===== src/rtl/busreq_pkg.sv =====
package busreq_pkg;
  localparam int HOLD_COUNT  = 3;
  localparam int SLEEP_COUNT = 4;

  typedef enum int {
    HOLD_ADDR = 0,
    HOLD_BACK = 1,
    HOLD_BUS  = 2
  } hold_idx_e;

  typedef enum int {
    SLP_SHUTDOWN = 0,
    SLP_HALT     = 1,
    SLP_STOPGNT  = 2,
    SLP_STOPCLK  = 3
  } sleep_idx_e;
endpackage


===== src/rtl/busreq_edge.sv =====
module busreq_edge #(
  parameter int WIDTH = 2
) (
  input  logic             clk,
  input  logic             clr,
  input  logic [WIDTH-1:0] lvl,
  output logic [WIDTH-1:0] rise
);
  logic [WIDTH-1:0] prev_q;

  for (genvar g = 0; g < WIDTH; g++) begin : g_bit
    always_ff @(posedge clk) begin
      if (clr) prev_q[g] <= 1'b0;
      else     prev_q[g] <= lvl[g];
    end
    assign rise[g] = lvl[g] & ~prev_q[g];
  end
endmodule


===== src/rtl/busreq_hold.sv =====
module busreq_hold #(
  parameter int N_HOLD = busreq_pkg::HOLD_COUNT
) (
  input  logic              clk,
  input  logic              clr,
  input  logic              asleep,
  input  logic [N_HOLD-1:0] hold_off,
  input  logic              starved,
  input  logic              cyc_start,
  output logic              blocked,
  output logic              pending,
  output logic              level,
  output logic              issue
);
  logic pend_q, arm_q, lvl_q;

  assign blocked = |hold_off;
  assign pending = pend_q;
  // level request: blocked and (starved now or already latched)
  assign level   = blocked & (starved | lvl_q);
  // restart strobe: armed one edge earlier, still clear now
  assign issue   = arm_q & ~blocked & ~asleep;

  always_ff @(posedge clk) begin
    if (clr) begin
      pend_q <= 1'b0;
      arm_q  <= 1'b0;
      lvl_q  <= 1'b0;
    end else begin
      lvl_q  <= blocked & ~asleep & (starved | lvl_q);
      arm_q  <= pend_q & ~blocked & ~asleep & ~arm_q;
      pend_q <= (pend_q & ~issue) | (cyc_start & ~asleep & (blocked | pend_q));
    end
  end
endmodule


===== src/rtl/busreq_out.sv =====
module busreq_out (
  input  logic clk,
  input  logic quiet,
  input  logic direct,
  input  logic issue,
  input  logic cache_pulse,
  input  logic level,
  output logic bus_req,
  output logic ads
);
  logic req_q, ads_q;

  always_ff @(posedge clk) begin
    if (quiet) begin
      req_q <= 1'b0;
      ads_q <= 1'b0;
    end else begin
      req_q <= direct | issue | cache_pulse | level;
      ads_q <= direct | issue;
    end
  end

  assign bus_req = req_q;
  assign ads     = ads_q;
endmodule


===== src/rtl/busreq_gen.sv =====
module busreq_gen #(
  parameter int N_HOLD  = busreq_pkg::HOLD_COUNT,
  parameter int N_SLEEP = busreq_pkg::SLEEP_COUNT
) (
  input  logic               clk,
  input  logic               rst,
  input  logic               init,
  input  logic [N_SLEEP-1:0] sleep_st,
  input  logic [N_HOLD-1:0]  hold_off,
  input  logic               starved,
  input  logic               cyc_start,
  input  logic               cache_store,
  input  logic               tag_recover,
  output logic               bus_req,
  output logic               ads
);
  localparam int N_CACHE = 2;

  logic               clr, asleep, quiet;
  logic               blocked, pending, level, issue, direct;
  logic [N_CACHE-1:0] cache_rise;

  assign clr    = rst | init;
  assign asleep = |sleep_st;
  assign quiet  = clr | asleep;
  assign direct = cyc_start & ~blocked & ~pending & ~quiet;

  busreq_edge #(.WIDTH(N_CACHE)) u_edge (
    .clk  (clk),
    .clr  (rst),
    .lvl  ({tag_recover, cache_store}),
    .rise (cache_rise)
  );

  busreq_hold #(.N_HOLD(N_HOLD)) u_hold (
    .clk       (clk),
    .clr       (clr),
    .asleep    (asleep),
    .hold_off  (hold_off),
    .starved   (starved),
    .cyc_start (cyc_start),
    .blocked   (blocked),
    .pending   (pending),
    .level     (level),
    .issue     (issue)
  );

  busreq_out u_out (
    .clk         (clk),
    .quiet       (quiet),
    .direct      (direct),
    .issue       (issue),
    .cache_pulse (|cache_rise),
    .level       (level),
    .bus_req     (bus_req),
    .ads         (ads)
  );
endmodule


===== config.mk =====
export PLATFORM = sky130hd
export DESIGN_NAME = busreq_gen
export DESIGN_NICKNAME = d
export VERILOG_FILES = /design/src/rtl/busreq_pkg.sv /design/src/rtl/busreq_edge.sv /design/src/rtl/busreq_hold.sv /design/src/rtl/busreq_out.sv /design/src/rtl/busreq_gen.sv
export SDC_FILE = /design/constraint.sdc
export NUM_CORES = 1
export LEC_CHECK = 0
export CAP_MARGIN = 30
export CORE_AREA = 5 5 42 44
export CTS_BUF_LIST = sky130_fd_sc_hd__clkbuf_4
export DETAILED_ROUTE_END_ITERATION = 8
export DIE_AREA = 0 0 47 49
export SYNTH_ARGS = -nofsm -noshare
export SYNTH_HDL_FRONTEND = slang
export SYNTH_HIERARCHICAL = 1
export SYNTH_SLANG_ARGS = --single-unit

===== constraint.sdc =====
create_clock -name clk -period 1.2 [get_ports clk]
set_input_delay 0.18 -clock clk [delete_from_list [all_inputs] [get_ports clk]]
set_output_delay 0.18 -clock clk [all_outputs]
set_load 0.02 [all_outputs]

==> results.txt <==
status: complete, no violations
Critical path buffers and inverters: 1
met1 GRT Util: 0.0727
GRT met3 Usage: 0.0554
RR Endpoint: u_out/bus_req$_SDFF_PP0_
core area: 1400 um^2
top-area cell type share of the netlist area: 0.412
number of unique standard cell types used by synthesis: 19
measured slew at the worst slew-check pin: 220 ps
antenna viol nets, final: 0
Mapped Cells: 32
setup slack, reg-to-reg: 250 ps
Sink Count: 7
leading area contributor after synthesis: dfxtp_1
Fmax: 898 MHz
synthesized cell area: 340 um^2
CP Cell Sequence: clkdlybuf4s50_1, or2_4, nor4_4, nor2_2, a21oi_2
Layout Cells excl Fill: 70
Syn Nets: 46
FF-to-FF path depth: 4
IO Count: 16
crit start category: primary input
Yosys warnings: 6
Area Overhead vs Synth: 65.4%
crit path time final: 1110 ps
width of the die: 47 um
most area-consuming cells after synthesis: dfxtp_1, nor3b_4, nor2b_2, nor3b_1, o221ai_2
Rel. slew slack: 0.852
placed cell count: 65
first-pass GRT wire length: 1190 um
critical path's largest stage delay: 410 ps
Final Max Tran Viols: 0
clock edge transition at the registers on the reported setup and hold paths: 50 ps
Via density: 4.30
Hold Vio Cnt, Final: 0
Global Route Usage Sum: 0.0740
skew final: 1.34 ps
PwrDens: 974 nW/um^2
hold bufs inserted after CTS: 0
H-tree levels: 1
Crit Reg-Reg Startpoint: u_edge/prev_q[1]$_SDFF_PP0_
Mean Syn Cell Area: 10.6 um^2
final net count: 69
layout cell share with drive strength beyond 1: 0.426
Leakage: 0.234 nW
Initial DRC Count: 4
crit share post-route: 0.928
crit path max-delay cell type: clkdlybuf4s50_1
design area: 563 um^2
clk buf depth: 2
per-cell routed wire length: 9.93 um
GRT Residual Overflow: 0
total number of vias: 301
drt pass-1 iters: 3
RSZ-0062 raised after global routing: no
Max-Cap Viols: 0
DRC viols: 0
Final Wtd Congestion: 0.719
# port buffers: 15
Hold WC Path Type: primary input to register
total clock buffers created by CTS: 3
critical path type: primary input to register
met2 Track Usage GR: 0.115
VDD IR max: 0.744 mV
flop and latch count out of synthesis: 7
gr busiest metal: met2
Hold Crit Start: sleep_st[1]
die footprint: 2300 um^2
Setup TNS: 0 ps
Fillers: 157
initial core utilization: 0.243
Core Rows: 14
critical path capture point type: register
ant diodes: 0
Final setup viols: 0
CTS tree: built
CP max FO: 6
Die Y: 49 um
sequential share of the synthesized area: 0.412
Placed Area: 522 um^2
CP Data Required Time: 1380 ps
Hold Path End: u_hold/arm_q$_SDFF_PP0_
largest net degree at the start of global routing: 7
root buffer selected by CTS: clkbuf_4
hold path cells: 3
Arr. time, crit path: 1300 ps
cell family with most CP delay: simple AND/OR/NAND/NOR gates
vias in the first global route: 311
initial antenna violation count: 0
clock latency on the worst-skew pair: 250 ps
Total Power: 0.000549 W
Routed WL: 695 um
flip-flops by register name, summed over array words and instances, names as in the netlist:
register / flops
u_edge/prev_q: 2
u_hold/arm_q: 1
u_out/ads: 1
u_hold/pending: 1
u_hold/lvl_q: 1
u_out/bus_req: 1
how the worst max path moves through the flow:
| stage | from | end | slack (ps) | depth (start not counted) |
|---|---|---|---|---|
| after floorplan | sleep_st[3] | u_out/bus_req$_SDFF_PP0_ | -20 | 4 |
| after global placement | sleep_st[3] | u_hold/pending$_SDFF_PP0_ | -460 | 4 |
| after detailed placement | sleep_st[3] | u_out/bus_req$_SDFF_PP0_ | -480 | 5 |
| after CTS | sleep_st[0] | u_out/bus_req$_SDFF_PP0_ | 3 | 5 |
| after global routing | rst | u_out/ads$_SDFF_PP0_ | 1 | 5 |
| final | rst | u_out/bus_req$_SDFF_PP0_ | 90 | 5 |
timing repair:
item | 4_1_cts | 5_1_grt
pin swaps | 8 | 6
endpoints found under the setup margin | 7 | 3
gates resized for setup | 15 | 7
buffers inserted | 1 | 0
tightest hold or removal path: stages:
cell and delay [ps]:
clkbuf_2 80, or4_4 160, nor4_1 60
per-stage QoR:
step | hold slack [ps] | setup slack (ps) | util
after floorplan | 252 | -22.3 | -
after global placement | 414 | -456 | 0.372
after detailed placement | 414 | -479 | 0.372
after CTS | 355 | 2.72 | 0.407
after global routing | 288 | 0.996 | 0.402
final | 282 | 86.1 | 0.402
cell usage after synthesis (all sizes together):
cell / number
dfxtp: 7
nor2b: 4
nor2: 3
nor3b: 3
or2: 3
nand2: 2
nand2b: 2
nor4: 2
a21oi: 1
buf: 1
o21a: 1
o221ai: 1
or3: 1
or4: 1
metal layers:
metal	part of all wire	wire length, um	vias up
met5	0	0	-
met4	0	0	0
met3	0.10	71	0
met2	0.54	373	15
met1	0.36	250	131
li1	-	-	155
layout by cell type (no fill, tap or decap), drive strengths merged:
cell type,n
nor3b,3
nand2b,2
dlygate4sd2,3
o221ai,1
clkdlybuf4s50,6
o21a,1
nor2,3
or3,1
a21oi,1
or2,3
nor4,2
clkdlybuf4s15,3
buf,4
clkbuf,7
or4,1
nand2,2
dfxtp,7
nor2b,4
power breakdown:
part / switching, W / leakage (nW) / total [W] / internal (W)
combinational: 0.0000248 / 0.158 / 0.0000790 / 0.0000541
clock: 0.0000813 / 0.0184 / 0.000230 / 0.000149
sequential: 0.00000198 / 0.0570 / 0.000239 / 0.000237
cells by family after synthesis:
group / synth area share
AO/OA/AOI/OAI: 0.0919
flip-flops: 0.412
AND/OR/NAND/NOR: 0.463
buffers and inverters: 0.0331
final cells by class:
type	count	area, um^2	area share
tap	16	20.0	0.0356
multi-input combinational	24	208	0.369
timing repair buffer	19	165	0.293
sequential	7	140	0.249
clock buffer	4	30.0	0.0533
(Power assumes the default switching activity.)
